## config.mk

```make
export PLATFORM = sky130hd
export DESIGN_NAME = bcd_alarm_match
export DESIGN_NICKNAME = d
export VERILOG_FILES = /design/src/rtl/bcd_alarm_pkg.sv /design/src/rtl/alarm_regfile.sv /design/src/rtl/alarm_field_cmp.sv /design/src/rtl/bcd_alarm_match.sv
export SDC_FILE = /design/constraint.sdc
export NUM_CORES = 1
export LEC_CHECK = 0
export ABC_AREA = 1
export BUFFER_PORTS_ARGS = -buffer_cell sky130_fd_sc_hd__clkbuf_2
export CELL_PAD_IN_SITES_DETAIL_PLACEMENT = 0
export CELL_PAD_IN_SITES_GLOBAL_PLACEMENT = 1
export CORE_MARGIN = 2
export CORE_UTILIZATION = 40
export CTS_BUF_LIST = sky130_fd_sc_hd__clkbuf_4 sky130_fd_sc_hd__clkbuf_8
export DETAILED_ROUTE_END_ITERATION = 12
export PLACE_DENSITY = 0.87
export SYNTH_ARGS = -nofsm -noshare
export SYNTH_HDL_FRONTEND = slang
export SYNTH_SLANG_ARGS = --single-unit
```

## constraint.sdc

```tcl
create_clock -name clk -period 2 [get_ports clk]
set_clock_uncertainty 0.2 [all_clocks]
set_input_delay 0.1 -clock clk [delete_from_list [all_inputs] [get_ports clk]]
set_output_delay 0.1 -clock clk [all_outputs]
set_load 0.03 [all_outputs]
```

## src/rtl/bcd_alarm_pkg.sv

```systemverilog
package bcd_alarm_pkg;

   localparam int BCD_BYTE_W = 8;
   localparam int ALM_FIELDS = 5;
   localparam int ALM_SEL_W  = 3;

   typedef enum logic [ALM_SEL_W-1:0] {
      SEL_SEC  = 3'd0,
      SEL_MIN  = 3'd1,
      SEL_HOUR = 3'd2,
      SEL_MDAY = 3'd3,
      SEL_MON  = 3'd4
   } alm_sel_e;

   typedef enum int {
      CMP_CLOCK = 0,
      CMP_MDAY  = 1,
      CMP_MONTH = 2
   } cmp_kind_e;

   function automatic cmp_kind_e kind_of_field(input int idx);
      if (idx == int'(SEL_MDAY)) return CMP_MDAY;
      if (idx == int'(SEL_MON))  return CMP_MONTH;
      return CMP_CLOCK;
   endfunction

endpackage

```

## src/rtl/alarm_regfile.sv

```systemverilog
module alarm_regfile
   import bcd_alarm_pkg::*;
#(
   parameter int W        = BCD_BYTE_W,
   parameter int NF       = ALM_FIELDS,
   parameter int SEL_W    = ALM_SEL_W,
   parameter bit HAS_DATE = 1'b1
) (
   input  logic                 clk,
   input  logic                 rst_n,
   input  logic                 wr_en,
   input  logic [SEL_W-1:0]     wr_sel,
   input  logic [W-1:0]         wr_data,
   output logic [NF-1:0][W-1:0] alm
);

   localparam int CLOCK_FIELDS = int'(SEL_MDAY);

   generate
      if (NF > (1 << SEL_W)) begin : g_bad_sel
         $error("alarm_regfile: select too narrow for field count");
      end
   endgenerate

   for (genvar i = 0; i < NF; i++) begin : g_field
      if (i < CLOCK_FIELDS || HAS_DATE) begin : g_reg
         logic [W-1:0] alm_q;
         logic         hit_sel;

         assign hit_sel = wr_en && (wr_sel == SEL_W'(i));

         always_ff @(posedge clk) begin
            if (!rst_n)       alm_q <= '0;
            else if (hit_sel) alm_q <= wr_data;
         end

         assign alm[i] = alm_q;

         // a write lands in the selected byte on the next cycle
         assert_write_lands_R3: assert property (@(posedge clk) disable iff (!rst_n)
            (wr_en && wr_sel == SEL_W'(i)) |=> (alm[i] == $past(wr_data)));

         // without a write to this byte its value holds
         assert_hold_without_write_R3: assert property (@(posedge clk) disable iff (!rst_n)
            !(wr_en && wr_sel == SEL_W'(i)) |=> $stable(alm[i]));
      end else begin : g_absent
         // absent date byte reads as the "unset" code
         assign alm[i] = '0;
      end
   end

endmodule

```

## src/rtl/alarm_field_cmp.sv

```systemverilog
module alarm_field_cmp
   import bcd_alarm_pkg::*;
#(
   parameter int        W    = BCD_BYTE_W,
   parameter cmp_kind_e KIND = CMP_CLOCK
) (
   input  logic [W-1:0] alm,
   input  logic [W-1:0] cur,
   output logic         hit
);

   localparam int LOW_W = W - 2;

   generate
      if (W != 8) begin : g_bad_width
         $error("alarm_field_cmp: BCD field must be one byte");
      end
   endgenerate

   logic wild;
   logic same;

   generate
      if (KIND == CMP_MDAY) begin : g_mday
         logic [LOW_W-1:0] alm_lo;
         logic             unused_hi;
         assign alm_lo    = alm[LOW_W-1:0];
         assign unused_hi = ^{alm[W-1:LOW_W], cur[W-1:LOW_W]};
         assign wild      = (alm_lo == '0) || (&alm_lo);
         assign same      = (alm_lo == cur[LOW_W-1:0]);
      end else if (KIND == CMP_MONTH) begin : g_month
         assign wild = (alm == '0) || (&alm[W-1:LOW_W]);
         assign same = (alm == cur);
      end else begin : g_clock
         assign wild = &alm[W-1:LOW_W];
         assign same = (alm == cur);
      end
   endgenerate

   assign hit = wild | same;

endmodule

```

## src/rtl/bcd_alarm_match.sv

```systemverilog
module bcd_alarm_match
   import bcd_alarm_pkg::*;
#(
   parameter int W        = BCD_BYTE_W,
   parameter bit HAS_DATE = 1'b1
) (
   input  logic                 clk,
   input  logic                 rst_n,
   input  logic                 tick,
   input  logic [W-1:0]         cur_sec,
   input  logic [W-1:0]         cur_min,
   input  logic [W-1:0]         cur_hour,
   input  logic [W-1:0]         cur_mday,
   input  logic [W-1:0]         cur_mon,
   input  logic                 wr_en,
   input  logic [ALM_SEL_W-1:0] wr_sel,
   input  logic [W-1:0]         wr_data,
   output logic                 alarm_pulse
);

   localparam int NF           = ALM_FIELDS;
   localparam int CLOCK_FIELDS = int'(SEL_MDAY);
   localparam int LOW_W        = W - 2;

   generate
      if (W != BCD_BYTE_W) begin : g_bad_width
         $error("bcd_alarm_match: W must equal one BCD byte");
      end
   endgenerate

   logic [NF-1:0][W-1:0] alm;
   logic [NF-1:0][W-1:0] cur;
   logic [NF-1:0]        hit;
   logic                 all_hit;
   logic                 pulse_q;

   assign cur[SEL_SEC]  = cur_sec;
   assign cur[SEL_MIN]  = cur_min;
   assign cur[SEL_HOUR] = cur_hour;
   assign cur[SEL_MDAY] = cur_mday;
   assign cur[SEL_MON]  = cur_mon;

   alarm_regfile #(
      .W        (W),
      .NF       (NF),
      .SEL_W    (ALM_SEL_W),
      .HAS_DATE (HAS_DATE)
   ) u_regs (
      .clk     (clk),
      .rst_n   (rst_n),
      .wr_en   (wr_en),
      .wr_sel  (wr_sel),
      .wr_data (wr_data),
      .alm     (alm)
   );

   for (genvar i = 0; i < NF; i++) begin : g_cmp
      if (i < CLOCK_FIELDS || HAS_DATE) begin : g_live
         alarm_field_cmp #(
            .W    (W),
            .KIND (kind_of_field(i))
         ) u_cmp (
            .alm (alm[i]),
            .cur (cur[i]),
            .hit (hit[i])
         );
      end else begin : g_none
         logic unused_cur;
         assign unused_cur = ^{alm[i], cur[i]};
         assign hit[i]     = 1'b1;
      end
   end

   assign all_hit = &hit;

   always_ff @(posedge clk) begin
      if (!rst_n) pulse_q <= 1'b0;
      else        pulse_q <= tick & all_hit;
   end

   assign alarm_pulse = pulse_q;

   // an alarm event only ever follows an update strobe
   assert_pulse_after_tick_R2: assert property (@(posedge clk) disable iff (!rst_n)
      alarm_pulse |-> $past(tick));

   // no strobe, no event next cycle
   assert_idle_no_pulse_R2: assert property (@(posedge clk) disable iff (!rst_n)
      !tick |=> !alarm_pulse);

   // a non-wildcard seconds byte that differs from the time blocks the event
   assert_sec_miss_blocks_R5: assert property (@(posedge clk) disable iff (!rst_n)
      (tick && !(&alm[SEL_SEC][W-1:LOW_W]) && alm[SEL_SEC] != cur_sec) |=> !alarm_pulse);

   // a set day byte whose low bits differ from the day blocks the event
   assert_mday_miss_blocks_R6: assert property (@(posedge clk) disable iff (!rst_n)
      (tick && HAS_DATE && alm[SEL_MDAY][LOW_W-1:0] != '0 && !(&alm[SEL_MDAY][LOW_W-1:0])
       && alm[SEL_MDAY][LOW_W-1:0] != cur_mday[LOW_W-1:0]) |=> !alarm_pulse);

endmodule

```

# After elaboration in Yosys (flattened, before gate mapping)
# Index checks and enable logic that the tools add are counted.
[word_totals]
register_bits = 39
wordCells = 37
[classes]
eq_ne = 9
bitwise_logic = 6
reduce_logical = 16
[op_table]
columns = ["operator", "n"]
rows = [
  ["== test 8 bit", 4],
  ["logical NOT 8 bit", 1],
  ["AND reduction 2 bit", 4],
  ["== test 3 x 2 -> 1 bit, second input constant", 2],
  ["== test 6 bit", 1],
  ["logical NOT 6 bit", 1],
  ["AND reduction 6 bit", 1],
  ["logical AND 1 bit", 5],
  ["bitwise OR 1 bit", 5],
  ["AND reduction 5 bit", 1],
  ["== test 3 x 1 -> 1 bit, second input constant", 1],
  ["== test 3 bit, second input constant", 1],
  ["logical NOT 3 bit", 1],
  ["logical OR 1 bit", 2],
  ["bitwise AND 1 bit", 1],
]

# Logic depth before layout (Yosys ltp)
[depth]
depth_word = 5
depth_mapped = 11

# Hierarchy
# From an unflattened synthesis, not the netlist that was laid out.
[unflattened]
hier_cells = 429
hier_area_um2 = 2447.3
[by_module_without_submodules]
columns = ["module", "instances", "cells_per_inst", "area_each_um2", "seq_area_each_um2"]
rows = [
  ["alarm_regfile", 1, 237, 1615.3, 800.8],
  ["alarm_field_cmp at g_cmp[0].g_live.u_cmp ...", 3, 33, 143.9, 0.0],
  ["alarm_field_cmp at g_cmp[4].g_live.u_cmp", 1, 42, 183.9, 0.0],
  ["alarm_field_cmp at g_cmp[3].g_live.u_cmp", 1, 43, 166.4, 0.0],
  ["bcd_alarm_match", 1, 8, 50.0, 20.0],
]

# Worst setup path after synthesis
# OpenSTA, ideal clock, no wires.
[synth_timing]
kind = "register to register"
startpoint = "register u_regs.g_field[2].g_reg.alm_q[4]"
endpoint = "register pulse_q (netlist: alarm_pulse)"
setup_ns = 0.110
t_arrival_ns = 0.894
slack_ns = 0.795
path_stages_with_launch = 9
path_buffers = 0
path_cell_list = "dfxtp_1 inv_1 or2_2 nand3_1 nor2_1 nand2_1 o21ai_0 nand2_1 nor2_1"
[synth_between]
elab_chain_cells = 4
[synth_lines]
columns = ["item", "line", "source"]
rows = [
  ["start: declaration", "alarm_regfile.sv:27", "logic [W-1:0] alm_q;"],
  ["start signal: assignment", "alarm_regfile.sv:34", "else if (hit_sel) alm_q <= wr_data;"],
  ["== test 8 bit", "alarm_field_cmp.sv:36", "assign same = (alm == cur);"],
  ["bitwise OR 1 bit", "alarm_field_cmp.sv:40", "assign hit = wild | same;"],
  ["AND reduction 5 bit", "bcd_alarm_match.sv:74", "assign all_hit = &hit;"],
  ["bitwise AND 1 bit", "bcd_alarm_match.sv:78", "else pulse_q <= tick & all_hit;"],
  ["end signal: assignment", "bcd_alarm_match.sv:78", ""],
  ["end: declaration", "bcd_alarm_match.sv:35", "logic pulse_q;"],
]
# Every way passes these cells.
# A chain may end at the register's enable or synchronous reset.

# Final worst setup path
[layout_timing]
startpoint = "register u_regs.g_field[3].g_reg.alm_q[1]"
endpoint = "register pulse_q (netlist: alarm_pulse)"
[layout_between]
elab_chain_cells = 5
[layout_lines]
columns = ["item", "line", "source"]
rows = [
  ["start: declaration", "alarm_regfile.sv:27", ""],
  ["start signal: assignment", "alarm_regfile.sv:34", ""],
  ["logical NOT 6 bit / AND reduction 6 bit (equally long branches)", "alarm_field_cmp.sv:29", "assign wild = (alm_lo == '0) || (&alm_lo);"],
  ["logical OR 1 bit", "alarm_field_cmp.sv:29", ""],
  ["bitwise OR 1 bit *", "alarm_field_cmp.sv:40", ""],
  ["AND reduction 5 bit *", "bcd_alarm_match.sv:74", ""],
  ["bitwise AND 1 bit *", "bcd_alarm_match.sv:78", ""],
]
# Mark *: on every way between the ends. The rest lies on a longest branch, timed or not.

==> results_dict.tcl <==
set metrics [dict create \
    grt.overflow.total 0 \
    post-route-drc-count 0 \
    worstReg2RegStart "u_regs.g_field[3].g_reg.alm_q[1]" \
    mappedNetlistNets 395 \
    reg2reg_to "alarm_pulse" \
    timing.fmax_ghz 0.7805 \
    floorplan.die.height_um 77.95 \
    clk_transition_reported_paths_ns 0.08 \
    count_of_clock_tree_sinks 39 \
    totalPowerFinal_uw 1766 \
    nNetsFinal 454 \
    synth.yosys.seq_area_share_pct 35.70 \
    cts_buffers 5 \
    max_slew_margin_pct 52.78 \
    area_growth_from_synthesis_to_layout_pct 21.80 \
    cp_data_arrival_time_ns 1.31 \
    postSynthAreaPerCell_um2 6.433 \
    fp.dieW_um 77.95 \
    leakagePower_uw 0.001314 \
    i_o_buffers 53 \
    cts_setup_buffers 0 \
    worst_setup_path_category "reg2reg" \
    detailroute.via_count 2067 \
    die-area_um2 6075 \
    synth.top_cells.by_area "sky130_fd_sc_hd__dfxtp_1 36%, sky130_fd_sc_hd__nand2_1 16%, sky130_fd_sc_hd__inv_1 10%" \
    synth_top_cell_by_area "sky130_fd_sc_hd__dfxtp_1" \
    yosys_warns 0 \
    antenna_found_initial 0 \
    final.setup.tns_ns 0 \
    postRouteWirelength_mm 4.922 \
    worst_hold_path_type "in2reg" \
    pin_count 56 \
    setup_violations 0 \
    row_count 26 \
    post_synth_instance_area_um2 2187 \
    setup_slack_ns 0.7187 \
    final_layout_size_suffix_gt1_share_pct 18.50 \
    tightest_slew_ns 0.7083 \
    crit_path_launch "u_regs.g_field[3].g_reg.alm_q[1]" \
    pre_cts_slack_ns 0.6666 \
    critical_path.endpoint_type "flip-flop" \
    initial_core_utilization_pct 42.02 \
    ff2ff_setup_slack_ns 0.72 \
    ir_drop_mv 0.3874 \
    cts_tree "yes" \
    cts.root.buffer_cell "sky130_fd_sc_hd__clkbuf_8" \
    avgRoutedWirePerCell_um 10.47 \
    hold_viol 0 \
    grt_start_max_net_pins 40 \
    maxCapViolCount 0 \
    run_status "finished, final reports clean" \
    globalplace.congestion 0.7525 \
    setup.worst_path.end "alarm_pulse" \
    synth_cell_type_count 22 \
    viasPerCell 4.398 \
    final_antenna_net_count 0 \
    critPathLaunchType "flip-flop" \
    p_per_area_nw_per_um2 663.1 \
    worstRegToRegCells 10 \
    cp_data_required_time_ns 2.03 \
    clk_path_buf_depth 2 \
    setup_repair_after_global_routing_missed_its_margin "false" \
    h-tree-depth 2 \
    grt_usage_pct 17.33 \
    coreArea_um2 5205 \
    drt_pass1_iterations 5 \
    netlist.area_leader.share_pct 35.70 \
    share_of_the_clock_period_used_by_the_worst_path_after_layout_pct 64.06 \
    grt_first_pass_wirelength_mm 8.314 \
    antennaDiodeCount 0 \
    crit_path_max_fanout 4 \
    dp_hpwl_mm 3.651 \
    clock_latency_reported_for_the_late_side_of_the_worst_skew_pair_ns 0.29 \
    detailedRoute.firstIterationViolations 137 \
    postSynthRegisterBits 39 \
    syn_inst 340 \
    timing_max_transition_violations_final 0 \
    period_minus_slack_ns 1.281 \
    grt_pass1_vias 1935 \
]
-- worst min path at each step --
stage          slack (ns)  startpoint  cells after the start                          endpoint
2_1_floorplan        0.03  wr_data[5]                      2  u_regs.g_field[2].g_reg.alm_q[5]
3_3_place_gp         0.22        tick                      5                       alarm_pulse
3_5_place_dp         0.22        tick                      5                       alarm_pulse
4_1_cts              0.02  wr_data[0]                      3  u_regs.g_field[3].g_reg.alm_q[0]
5_1_grt              0.03  wr_data[0]                      3  u_regs.g_field[3].g_reg.alm_q[0]
6_report             0.02  wr_data[0]                      3  u_regs.g_field[2].g_reg.alm_q[0]
-- critical path: stages (launching register included) --
cell and delay [ns]:
sky130_fd_sc_hd__dfxtp_1 0.38, sky130_fd_sc_hd__inv_1 0.07, sky130_fd_sc_hd__nand2_1 0.05, sky130_fd_sc_hd__nand2_1 0.05, sky130_fd_sc_hd__nor2_1 0.10, sky130_fd_sc_hd__nand3_1 0.09
sky130_fd_sc_hd__nand2_1 0.06, sky130_fd_sc_hd__nand2_1 0.05, sky130_fd_sc_hd__inv_1 0.05, sky130_fd_sc_hd__nand2_1 0.04, sky130_fd_sc_hd__nor2_1 0.07
-- synthesized netlist by cell type --
| cell | count |
|---|---|
| sky130_fd_sc_hd__inv_2 | 1 |
| sky130_fd_sc_hd__xnor2_1 | 12 |
| sky130_fd_sc_hd__nand3_2 | 3 |
| sky130_fd_sc_hd__nor2_1 | 42 |
| sky130_fd_sc_hd__dfxtp_1 | 39 |
| sky130_fd_sc_hd__buf_2 | 1 |
| sky130_fd_sc_hd__nand3_1 | 4 |
| sky130_fd_sc_hd__buf_6 | 5 |
| sky130_fd_sc_hd__inv_1 | 58 |
| sky130_fd_sc_hd__o21ai_2 | 3 |
| sky130_fd_sc_hd__nand3b_4 | 1 |
| sky130_fd_sc_hd__a21oi_1 | 26 |
| sky130_fd_sc_hd__nand2_1 | 92 |
| sky130_fd_sc_hd__clkbuf_1 | 2 |
| sky130_fd_sc_hd__nor2_8 | 1 |
| sky130_fd_sc_hd__or2_2 | 2 |
| sky130_fd_sc_hd__o21ai_0 | 29 |
| sky130_fd_sc_hd__nand4_1 | 5 |
| sky130_fd_sc_hd__nor2_2 | 1 |
| sky130_fd_sc_hd__clkbuf_2 | 1 |
| sky130_fd_sc_hd__o21ai_1 | 11 |
| sky130_fd_sc_hd__nand2_2 | 1 |
-- power by group --
part | switching (uW) | internal, uW | leakage, uW
logic | 146 | 122 | 0.000936
registers | 17.2 | 803 | 0.000317
clock network | 274 | 404 | 0.0000612
-- per-layer routing --
layer / vias up / track usage [%] / part of all wire (%)
li1: 1165 / - / -
met1: 849 / 21.40 / 47
met2: 45 / 30.09 / 47
met3: 8 / 2.558 / 4.7
met4: 0 / 7.018 / 1.4
met5: - / 0 / 0
-- state kept, by name, indices dropped and copies added, names as in the netlist --
signal	count
alarm_pulse	1
u_regs.g_field.g_reg.alm_q	38
-- final cells by class --
type                            instances  area, um^2
Clock buffer                            6       82.58
Fill cell                             591        2541
Inverter                               59       221.5
Clock inverter                          2       35.03
Timing Repair Buffer                   61       345.3
Tap cell                               70       87.58
Multi-Input combinational cell        233        1111
Sequential cell                        39       780.7
-- stage by stage --
stage | cell area [um^2] | hold WS, ns | utilization [%] | cells
6_report | 2664 | 0.01833 | 51.18 | 470
5_1_grt | 2664 | 0.03429 | 51.18 | 470
3_3_place_gp | 2466 | 0.2194 | 47.38 | 454
4_1_cts | 2664 | 0.01867 | 51.18 | 470
3_5_place_dp | 2466 | 0.2222 | 47.38 | 454
2_1_floorplan | 2187 | 0.03430 | - | 340
-- what timing repair did --
item                                    4_1_cts  5_1_grt
gates resized for setup                       0        0
hold buffers                                  8        0
hold endpoints to repair                     20        0
endpoints found under the setup margin        0        0
-- layout by cell type, fill, tap and decap left out --
cell type | synthesis | final
sky130_fd_sc_hd__a21oi_1 | 26 | 26
sky130_fd_sc_hd__bufinv_16 | 0 | 1
sky130_fd_sc_hd__clkbuf_2 | 1 | 53
sky130_fd_sc_hd__clkbuf_8 | 0 | 6
sky130_fd_sc_hd__clkinv_2 | 0 | 1
sky130_fd_sc_hd__dfxtp_1 | 39 | 39
sky130_fd_sc_hd__dlygate4sd3_1 | 0 | 8
sky130_fd_sc_hd__inv_1 | 58 | 58
sky130_fd_sc_hd__inv_2 | 1 | 1
sky130_fd_sc_hd__nand2_1 | 92 | 92
sky130_fd_sc_hd__nand2_2 | 1 | 1
sky130_fd_sc_hd__nand3_1 | 4 | 4
sky130_fd_sc_hd__nand3_2 | 3 | 3
sky130_fd_sc_hd__nand3b_4 | 1 | 1
sky130_fd_sc_hd__nand4_1 | 5 | 5
sky130_fd_sc_hd__nor2_1 | 42 | 42
sky130_fd_sc_hd__nor2_2 | 1 | 1
sky130_fd_sc_hd__nor2_8 | 1 | 1
sky130_fd_sc_hd__o21ai_0 | 29 | 29
sky130_fd_sc_hd__o21ai_1 | 11 | 11
sky130_fd_sc_hd__o21ai_2 | 3 | 3
sky130_fd_sc_hd__or2_2 | 2 | 2
sky130_fd_sc_hd__xnor2_1 | 12 | 12
-- cells by family (layout without fill, tap and decap cells) --
| logic type | count (synthesis) | after routing | synth area share [%] |
|---|---|---|---|
| buffers and inverters | 68 | 128 | 13.50 |
| flip-flops | 39 | 39 | 35.70 |
| AO/OA/AOI/OAI | 69 | 69 | 16.30 |
| XOR/XNOR | 12 | 12 | 4.805 |
| AND/OR/NAND/NOR | 152 | 152 | 29.69 |
No activity file was read; power rests on OpenSTA's default activity.
